## src/rtl/ddr_cmd_pkg.sv

```systemverilog
package ddr_cmd_pkg;

    localparam int AP_BIT = 10;

    typedef enum logic [3:0] {
        CMD_DESEL = 4'd0,
        CMD_NOP   = 4'd1,
        CMD_ACT   = 4'd2,
        CMD_RD    = 4'd3,
        CMD_WR    = 4'd4,
        CMD_PRE   = 4'd5,
        CMD_REF   = 4'd6,
        CMD_MRS   = 4'd7,
        CMD_BST   = 4'd8
    } cmd_e;

    typedef enum logic [1:0] {
        PWR_RUN  = 2'd0,
        PWR_PPD  = 2'd1,
        PWR_APD  = 2'd2,
        PWR_SREF = 2'd3
    } pwr_e;

    function automatic cmd_e pin_decode(input logic cs_n, input logic ras_n,
                                        input logic cas_n, input logic we_n);
        if (cs_n) return CMD_DESEL;
        case ({ras_n, cas_n, we_n})
            3'b111:  return CMD_NOP;
            3'b011:  return CMD_ACT;
            3'b101:  return CMD_RD;
            3'b100:  return CMD_WR;
            3'b010:  return CMD_PRE;
            3'b001:  return CMD_REF;
            3'b000:  return CMD_MRS;
            default: return CMD_BST;
        endcase
    endfunction

    function automatic logic is_access(input cmd_e c);
        return (c == CMD_RD) || (c == CMD_WR);
    endfunction

endpackage

```

## src/rtl/ddr_cmd_decode.sv

```systemverilog
module ddr_cmd_decode
    import ddr_cmd_pkg::*;
(
    input  logic cs_n,
    input  logic ras_n,
    input  logic cas_n,
    input  logic we_n,
    input  logic cke,
    input  pwr_e pwr,
    output cmd_e pin_cmd,
    output cmd_e exec_cmd,
    output logic pd_enter
);
    always_comb begin
        pin_cmd  = pin_decode(cs_n, ras_n, cas_n, we_n);
        exec_cmd = (pwr == PWR_RUN && cke) ? pin_cmd : CMD_NOP;
        pd_enter = (pwr == PWR_RUN) && !cke;
    end
endmodule

```

## src/rtl/ddr_bank_table.sv

```systemverilog
module ddr_bank_table
    import ddr_cmd_pkg::*;
#(
    parameter int NUM_BANKS = 4,
    parameter int ADDR_W    = 13,
    localparam int BA_W     = $clog2(NUM_BANKS)
) (
    input  logic                 clk,
    input  logic                 rst,
    input  cmd_e                 cmd,
    input  logic [BA_W-1:0]      ba,
    input  logic [ADDR_W-1:0]    addr,
    output logic [NUM_BANKS-1:0] active,
    output logic                 illegal,
    output logic [ADDR_W-1:0]    sel_row
);
    logic [ADDR_W-1:0] rows [NUM_BANKS];

    always_comb begin
        case (cmd)
            CMD_ACT:        illegal = active[ba];
            CMD_RD, CMD_WR: illegal = !active[ba];
            CMD_REF:        illegal = |active;
            default:        illegal = 1'b0;
        endcase
        sel_row = rows[ba];
    end

    for (genvar b = 0; b < NUM_BANKS; b++) begin : g_bank
        logic              open_q;
        logic [ADDR_W-1:0] row_q;
        logic              me;

        assign me      = (ba == BA_W'(b));
        assign active[b] = open_q;
        assign rows[b]   = row_q;

        always_ff @(posedge clk) begin
            if (rst) begin
                open_q <= 1'b0;
                row_q  <= '0;
            end else if (!illegal) begin
                if (cmd == CMD_ACT && me) begin
                    open_q <= 1'b1;
                    row_q  <= addr;
                end else if (cmd == CMD_PRE && (addr[AP_BIT] || me)) begin
                    open_q <= 1'b0;
                end else if (is_access(cmd) && me && addr[AP_BIT]) begin
                    open_q <= 1'b0;
                end
            end
        end
    end
endmodule

```

## src/rtl/ddr_power_ctl.sv

```systemverilog
module ddr_power_ctl
    import ddr_cmd_pkg::*;
#(
    parameter int BURST_CYC = 2,
    localparam int CNT_W    = $clog2(BURST_CYC + 1)
) (
    input  logic clk,
    input  logic rst,
    input  logic cke,
    input  cmd_e pin_cmd,
    input  cmd_e exec_cmd,
    input  logic illegal,
    input  logic pd_enter,
    input  logic any_open,
    output pwr_e pwr,
    output logic sr_enter,
    output logic cke_err,
    output logic wr_window
);
    logic [CNT_W-1:0] cnt_q;
    logic             wr_q;

    always_comb begin
        sr_enter  = pd_enter && pin_cmd == CMD_REF && !any_open;
        cke_err   = !cke && ((cnt_q != '0) ||
                             (pwr == PWR_RUN && is_access(pin_cmd)));
        wr_window = wr_q && (cnt_q != '0);
    end

    always_ff @(posedge clk) begin
        if (rst) begin
            pwr   <= PWR_RUN;
            cnt_q <= '0;
            wr_q  <= 1'b0;
        end else begin
            if (pwr != PWR_RUN) begin
                if (cke) pwr <= PWR_RUN;
            end else if (!cke) begin
                pwr <= sr_enter ? PWR_SREF : (any_open ? PWR_APD : PWR_PPD);
            end

            if (!cke || exec_cmd == CMD_BST) begin
                cnt_q <= '0;
            end else if (is_access(exec_cmd) && !illegal) begin
                cnt_q <= CNT_W'(BURST_CYC);
                wr_q  <= (exec_cmd == CMD_WR);
            end else if (cnt_q != '0) begin
                cnt_q <= cnt_q - 1'b1;
            end
        end
    end
endmodule

```

## src/rtl/ddr_wmask.sv

```systemverilog
module ddr_wmask #(
    parameter int DATA_W = 16,
    localparam int LANES = DATA_W / 8
) (
    input  logic              clk,
    input  logic              rst,
    input  logic              window,
    input  logic [LANES-1:0]  dm,
    output logic [DATA_W-1:0] keep
);
    for (genvar l = 0; l < LANES; l++) begin : g_lane
        logic lane_q;
        assign keep[l*8 +: 8] = {8{lane_q}};
        always_ff @(posedge clk) begin
            if (rst) lane_q <= 1'b0;
            else     lane_q <= window && !dm[l];
        end
    end
endmodule

```

## src/rtl/ddr_cmd_tracker.sv

```systemverilog
module ddr_cmd_tracker
    import ddr_cmd_pkg::*;
#(
    parameter int NUM_BANKS = 4,
    parameter int ADDR_W    = 13,
    parameter int DATA_W    = 16,
    parameter int BURST_LEN = 4
) (
    input  logic                         clk,
    input  logic                         rst,
    input  logic                         cke,
    input  logic                         cs_n,
    input  logic                         ras_n,
    input  logic                         cas_n,
    input  logic                         we_n,
    input  logic [$clog2(NUM_BANKS)-1:0] ba,
    input  logic [ADDR_W-1:0]            addr,
    input  logic [DATA_W/8-1:0]          dm,
    output logic [3:0]                   cmd_o,
    output logic [$clog2(NUM_BANKS)-1:0] bank_o,
    output logic [ADDR_W-1:0]            row_o,
    output logic [ADDR_W-2:0]            col_o,
    output logic                         ap_o,
    output logic                         mr_base_o,
    output logic                         mr_ext_o,
    output logic [ADDR_W-1:0]            mr_op_o,
    output logic                         illegal_o,
    output logic                         cke_err_o,
    output logic [1:0]                   pwr_mode_o,
    output logic [NUM_BANKS-1:0]         bank_active_o,
    output logic [DATA_W-1:0]            wr_keep_o
);
    localparam int BA_W      = $clog2(NUM_BANKS);
    localparam int BURST_CYC = BURST_LEN / 2;

    cmd_e              pin_cmd, exec_cmd;
    pwr_e              pwr;
    logic              pd_enter, illegal, sr_enter, cke_err, wr_window;
    logic [ADDR_W-1:0] sel_row;
    logic [ADDR_W-2:0] col;

    assign col = {addr[ADDR_W-1:AP_BIT+1], addr[AP_BIT-1:0]};

    ddr_cmd_decode u_dec (
        .cs_n(cs_n), .ras_n(ras_n), .cas_n(cas_n), .we_n(we_n), .cke(cke),
        .pwr(pwr), .pin_cmd(pin_cmd), .exec_cmd(exec_cmd), .pd_enter(pd_enter)
    );

    ddr_bank_table #(.NUM_BANKS(NUM_BANKS), .ADDR_W(ADDR_W)) u_banks (
        .clk(clk), .rst(rst), .cmd(exec_cmd), .ba(ba), .addr(addr),
        .active(bank_active_o), .illegal(illegal), .sel_row(sel_row)
    );

    ddr_power_ctl #(.BURST_CYC(BURST_CYC)) u_pwr (
        .clk(clk), .rst(rst), .cke(cke), .pin_cmd(pin_cmd), .exec_cmd(exec_cmd),
        .illegal(illegal), .pd_enter(pd_enter), .any_open(|bank_active_o),
        .pwr(pwr), .sr_enter(sr_enter), .cke_err(cke_err), .wr_window(wr_window)
    );

    ddr_wmask #(.DATA_W(DATA_W)) u_mask (
        .clk(clk), .rst(rst), .window(wr_window), .dm(dm), .keep(wr_keep_o)
    );

    assign pwr_mode_o = pwr;

    always_ff @(posedge clk) begin
        if (rst) begin
            cmd_o     <= CMD_DESEL;
            bank_o    <= '0;
            row_o     <= '0;
            col_o     <= '0;
            ap_o      <= 1'b0;
            mr_base_o <= 1'b0;
            mr_ext_o  <= 1'b0;
            mr_op_o   <= '0;
            illegal_o <= 1'b0;
            cke_err_o <= 1'b0;
        end else begin
            cmd_o     <= sr_enter ? CMD_REF : exec_cmd;
            bank_o    <= (exec_cmd == CMD_NOP || exec_cmd == CMD_DESEL) ? '0 : ba;
            row_o     <= (exec_cmd == CMD_ACT) ? addr :
                         (is_access(exec_cmd) ? sel_row : '0);
            col_o     <= is_access(exec_cmd) ? col : '0;
            ap_o      <= (is_access(exec_cmd) || exec_cmd == CMD_PRE) && addr[AP_BIT];
            mr_base_o <= (exec_cmd == CMD_MRS) && (ba == BA_W'(0));
            mr_ext_o  <= (exec_cmd == CMD_MRS) && (ba == BA_W'(1));
            mr_op_o   <= (exec_cmd == CMD_MRS) ? addr : '0;
            illegal_o <= illegal;
            cke_err_o <= cke_err;
        end
    end
endmodule

```

## config.mk

```make
export PLATFORM = sky130hd
export DESIGN_NAME = ddr_cmd_tracker
export DESIGN_NICKNAME = d
export VERILOG_FILES = /design/src/rtl/ddr_cmd_pkg.sv /design/src/rtl/ddr_cmd_decode.sv /design/src/rtl/ddr_bank_table.sv /design/src/rtl/ddr_power_ctl.sv /design/src/rtl/ddr_wmask.sv /design/src/rtl/ddr_cmd_tracker.sv
export SDC_FILE = /design/constraint.sdc
export NUM_CORES = 1
export LEC_CHECK = 0
export ABC_CLOCK_PERIOD_IN_PS = 2600
export CORE_ASPECT_RATIO = 2
export CORE_MARGIN = 8
export CORE_UTILIZATION = 50
export CTS_CLUSTER_SIZE = 30
export DETAILED_ROUTE_END_ITERATION = 10
export PLACE_DENSITY = 0.79
export SYNTH_ARGS = -nofsm -noshare
export SYNTH_HDL_FRONTEND = slang
export SYNTH_SLANG_ARGS = --single-unit
export TNS_END_PERCENT = 100
```

## constraint.sdc

```tcl
create_clock -name clk -period 2.6 [get_ports clk]
set_clock_uncertainty 0.1 [all_clocks]
set_input_delay 0.26 -clock clk [delete_from_list [all_inputs] [get_ports clk]]
set_output_delay 0.26 -clock clk [all_outputs]
set_load 0.01 [all_outputs]
```

# ---- Word level (Yosys, flattened, before mapping)
# Index checks and enable logic that the tools add are counted.
dict set report totals {
  reg_bits 112
  in_bits 24
  elab_cells 162
}
dict set report classes {
  n_addsub 1
  magnitude_cmp 2
  n_eq_ne 22
  mux 33
  n_bitwise 5
  n_reduce_logical 74
}
# op count
set op_table {}
lappend op_table {{two-way mux 13 bit} 4}
lappend op_table {{logical AND 1 bit} 29}
lappend op_table {{one-hot mux 4 bit (7 select lines)} 1}
lappend op_table {{binary-select mux 13 bit (select 2 bit)} 1}
lappend op_table {{== test 4 x 3 -> 1 bit, second input constant} 6}
lappend op_table {{AND reduction 2 bit} 10}
lappend op_table {{two-way mux 1 bit} 14}
lappend op_table {{two-way mux 2 bit} 7}
lappend op_table {{== test 4 x 2 -> 1 bit, second input constant} 3}
lappend op_table {{two-way mux 4 bit} 3}
lappend op_table {{nonzero test 3 bit} 4}
lappend op_table {{OR reduction 2 bit} 6}
lappend op_table {{logical OR 1 bit} 10}
lappend op_table {{== test 3 bit, second input constant} 3}
lappend op_table {{== test 3 x 2 -> 1 bit, second input constant} 2}
lappend op_table {{logical NOT 1 bit} 6}
lappend op_table {{nonzero test 2 bit} 3}
lappend op_table {{== test 2 bit, second input constant} 2}
lappend op_table {{== test 4 x 1 -> 1 bit, second input constant} 1}
lappend op_table {{== test 4 bit, second input constant} 1}
lappend op_table {{logical NOT 2 bit} 2}
lappend op_table {{logical NOT 4 bit} 1}
lappend op_table {{NOT 1 bit} 4}
lappend op_table {{OR reduction 4 bit} 1}
lappend op_table {{other kinds (13)} 13}

# ---- Depth between registers and ports, before layout
# Gate-level depths: netlist of run 1.
dict set report logic_depth {
  ltp_word 11
  depth_mapped 9
}

# ---- Hierarchy
# Synthesis of run 1 repeated with hierarchy kept, for this count alone.
dict set report hier_totals {
  cells_unflattened 484
  hier_area_um2 4703.3
}
# mod instances cells_each area_each_um2
set modules_own_cells {}
lappend modules_own_cells {ddr_bank_table 1 294 2670.1}
lappend modules_own_cells {ddr_cmd_tracker 1 119 1458.9}
lappend modules_own_cells {ddr_power_ctl 1 36 290.3}
lappend modules_own_cells {ddr_wmask 1 20 185.2}
lappend modules_own_cells {ddr_cmd_decode 1 15 98.8}

# ---- Worst setup path after synthesis of run 1
# No wires, ideal clock.
dict set report synth_timing {
  kind {reg-to-reg}
  startpoint {reg u_pwr.pwr[1]}
  endpoint {reg u_banks.g_bank[3].row_q[10]}
  setup_time_ns 0.132
  t_arrival_ns 1.748
  t_required_ns 2.368
  slack_ns 0.620
  path_stages_with_launch 10
  n_path_buf 3
  synth_period_minus_slack_ns 1.980
  cell_sequence {dfxtp_1 nor2_1 ha_1 nand2b_1 buf_6 or4_1 buf_2 buf_6 nand2_1 a21oi_1}
}
dict set report synth_via {
  elab_chain_len 8
  elab_cells_between_ends 12
  cone_classes {4 x eq/ne; 2 x mux; 1 x bitwise; 5 x reduce/logical}
}
# item line_no
set synth_lines {}
lappend synth_lines {{start, declared} ddr_power_ctl.sv:15} ;# output pwr_e pwr,
lappend synth_lines {{start signal, assigned} ddr_power_ctl.sv:39} ;# pwr <= sr_enter ? PWR_SREF : (any_open ? PWR_APD : PWR_PPD);
lappend synth_lines {{logical NOT 2 bit *} ddr_cmd_decode.sv:16} ;# exec_cmd = (pwr == PWR_RUN && cke) ? pin_cmd : CMD_NOP;
lappend synth_lines {{logical AND 1 bit *} ddr_cmd_decode.sv:16}
lappend synth_lines {{two-way mux 4 bit *} ddr_cmd_decode.sv:16}
lappend synth_lines {{== test 4 x 2 -> 1 bit or == test 4 x 3 -> 1 bit (tied branches)} ddr_bank_table.sv:20} ;# case (cmd)
lappend synth_lines {{OR reduction 2 bit} ddr_bank_table.sv:20}
lappend synth_lines {{one-hot mux 1 bit (3 select lines)} ddr_bank_table.sv:20}
lappend synth_lines {{NOT 1 bit (no source line)} --}
lappend synth_lines {{AND reduction 2 bit (no source line) *} --}
lappend synth_lines {{end signal, assigned} ddr_bank_table.sv:45} ;# row_q <= addr;
lappend synth_lines {{end, declared} ddr_bank_table.sv:31} ;# logic [ADDR_W-1:0] row_q;
# Mark *: on every way between the ends. The rest lies on a longest branch, timed or not.
# A chain may end at the register's enable or synchronous reset.

# ---- Worst setup path after layout of run 1
dict set report layout_timing {
  startpoint {reg u_pwr.pwr[1]}
  endpoint {reg u_banks.g_bank[3].row_q[2]}
}
# Same word-level chain as after synthesis.

==> results of run 1 <==
## power breakdown
part           internal [µW]  switching [µW]
combinational            112             148
sequential              1730            11.8
clock                    645             599
total                   2490             759
## worst register-to-register path: cells and delay by family (launching register included)
family,cells,cell delay [ns]
AOI/OAI and AO/OA,1,0.07
adders and majority gates,1,0.22
buffers and inverters,1,0.22
DFF,1,0.35
and+or+nand+nor,4,1.12
## routing by layer
layer | vias up | GRT usage, % | routed length, µm
met2 | 184 | 33.54 | 6188
li1 | 1722 | - | -
met4 | 0 | 12.26 | 535
met1 | 1707 | 20.39 | 3945
met3 | 40 | 3.502 | 1102
met5 | - | 0 | 0
## sequential cells by signal, summed over array words and instances (netlist names), 4 cells and up
name                   flops
u_banks.g_bank.open_q      4
row_o                     13
u_banks.g_bank.row_q      52
mr_op_o                   13
col_o                     12
cmd_o                      4
## Yosys cell counts (all sizes together)
master | number | area share [%]
a211oi | 2 | 0.34
a21oi | 63 | 7.1
a22o | 13 | 2.6
a311o | 1 | 0.23
a31oi | 4 | 0.57
a32oi | 2 | 0.40
and2 | 15 | 2.1
and3 | 17 | 2.4
and3b | 1 | 0.20
buf | 43 | 6.7
clkbuf | 10 | 0.85
dfxtp | 112 | 51
ha | 2 | 0.57
inv | 4 | 0.34
mux2 | 1 | 0.25
mux2i | 1 | 0.23
mux4 | 14 | 7.1
nand2 | 108 | 9.2
nand2b | 5 | 0.71
nand3 | 2 | 0.23
nand3b | 1 | 0.45
nor2 | 14 | 1.2
nor2b | 5 | 0.71
nor3 | 3 | 0.34
nor3b | 1 | 0.17
nor4 | 7 | 1.6
nor4b | 2 | 0.40
o211a | 1 | 0.23
o21ai | 6 | 0.68
o31ai | 1 | 0.17
or2 | 1 | 0.14
or4 | 6 | 1.1
## through the flow
| step | setup WS, ns | std cells |
|---|---|---|
| floorplan | 0.6198 | 468 |
| global placement | 0.2560 | 627 |
| detailed placement | 0.1602 | 627 |
| CTS | 0.4035 | 641 |
| global route | 0.2447 | 641 |
| finish | 0.3891 | 641 |
## area by class of cell
| class | instances | share of cell area (%) |
|---|---|---|
| Multi-Input combinational cell | 299 | 32.99 |
| Timing Repair Buffer | 112 | 19.32 |
| Clock buffer | 10 | 4.130 |
| Tap cell | 100 | 2.257 |
| Inverter | 4 | 0.2708 |
| Sequential cell | 112 | 40.44 |
| Clock inverter | 4 | 0.5868 |
## cell families (layout without fill, tap and decap cells)
kind of cell	count (synthesis)	after routing	share of synthesized area, %
simple gates	188	188	20.88
mux	16	16	7.612
flops	112	112	50.71
buf+inv	57	130	7.923
fa+ha+maj	2	2	0.5658
compound gates	93	93	12.31
## worst max-delay path by stage
stage                      start                           to
global placement             cke   u_banks.g_bank[3].row_q[1]
global route        u_pwr.pwr[1]  u_banks.g_bank[3].row_q[12]
CTS                 u_pwr.pwr[1]   u_banks.g_bank[3].row_q[2]
detailed placement           cke   u_banks.g_bank[3].row_q[2]
finish              u_pwr.pwr[1]   u_banks.g_bank[3].row_q[2]
floorplan           u_pwr.pwr[1]  u_banks.g_bank[3].row_q[10]
==> flow_summary.json, run 1 <==
{
  "status": "complete, no violations",
  "worstPathArrival_ns": 2.31,
  "gp_congestion": 0.8949,
  "antenna_cells": 0,
  "setup-violations-final": 0,
  "drt-pass1-iter-count": 5,
  "finalNetCount": 564,
  "cts_tree": "built",
  "dieArea_um2": 12290,
  "ant_nets": 0,
  "tns_ns": 0,
  "final_cell_mix": "dfxtp_1, nand2_1, clkdlybuf4s50_1",
  "seq_area_frac_synth_pct": 50.71,
  "maxCapViolCount": 0,
  "cts_buffers": 9,
  "hold_violations": 0,
  "rows": 48,
  "io_pins": 95,
  "synth_nets": 494,
  "rr_startpoint": "u_pwr.pwr[1]",
  "relSlewSlack_pct": 59.49,
  "fp.dieW_um": 82.50,
  "ys_ff_latch": 112,
  "clock_latency_ns": 0.34,
  "regArea_um2": 2242,
  "start_kind": "flip-flop",
  "portBuffers": 94,
  "final_area_um2": 5544,
  "min_from": "rst",
  "worst-path-buf-inv": 1,
  "worstPathCellList": "nor2_1 -> ha_1 -> nand2b_1 -> or4_1 -> buf_4 -> nand2_1 -> a21oi_1",
  "cts_hold_buf": 0,
  "clk_pin_slew_ns": 0.07,
  "crit_family": "simple AND/OR/NAND/NOR gates",
  "p_per_area_nw_per_um2": 586.2,
  "reg2reg_slack_ns": 0.39,
  "fin_util_pct": 64.55,
  "vias": 3653,
  "synth_cells": 468,
  "worstReg2RegEnd": "u_banks.g_bank[3].row_q[2]",
  "mostFrequentLayoutCell": "dfxtp_1",
  "leakage_uw": 0.002009,
  "fmax_ghz": 0.4523,
  "syn-cell-area_um2": 4422,
  "required_ns": 2.70,
  "rr_worst_depth": 7,
  "cts_setup_buffers": 0,
  "fp.dieH_um": 149.0,
  "avgRoutedWirePerCell_um": 18.36,
  "crit_slowest_cell": "or4_1",
  "rsz0062_at_grt": "false",
  "ctsResizeCount": 0,
  "core-area_um2": 8588,
  "grt_pass1_wl_mm": 18.20,
  "tightest_slew_ns": 0.6076,
  "drive_gt1_share_pct": 9.797,
  "cts.sinks": 112,
  "root_buffer": "clkbuf_16",
  "syn_avg_cell_area_um2": 9.448,
  "yosysWarnings": 0,
  "endpoint_kind": "flip-flop",
  "hpwlAfterDp_mm": 8.483,
  "report.final.slew_viol_count": 0,
  "yosysUniqueCellTypes": 37,
  "avgViaCountPerCell": 5.699,
  "grt_overflow": 0,
  "drt_iter0_markers": 292,
  "grt_pass1_vias": 3598,
  "initial_core_util_pct": 51.49,
  "post_dp_cell_area_um2": 5283,
  "criticalPathCategory": "reg2reg",
  "fin_hold_ws_ns": 0.3062,
  "slowest_delay_ns": 0.60,
  "grt_max_degree": 36,
  "hold_class": "in2reg",
  "multi_input_comb_area_um2": 1829,
  "syn2layout_area_growth_pct": 25.38,
  "fin_crit_ns": 2.211,
  "power.total_uw": 3250,
  "finalCritPeriodShare_pct": 85.04,
  "path_depth": 7,
  "antenna_found_initial": 0,
  "fillCellCount": 709,
  "clockBufferDepth": 2,
  "wl_mm": 11.77,
  "grt.total_usage_pct": 19.37,
  "min_path_cells": 2,
  "path_max_fanout": 14,
  "htree_num_levels": 3,
  "ir_drop_mv": 0.3523,
  "drcViolationCount": 0,
  "hold_path_end": "u_pwr.pwr[0]"
}
No activity file was read; power rests on OpenSTA's default activity.
==> run 2, diff against run 1 <==
Settings changed: CTS_CLUSTER_SIZE 30 to default.
==> results of run 2 <==
The final DEF is identical to that of run 1; final timing and power are the same.
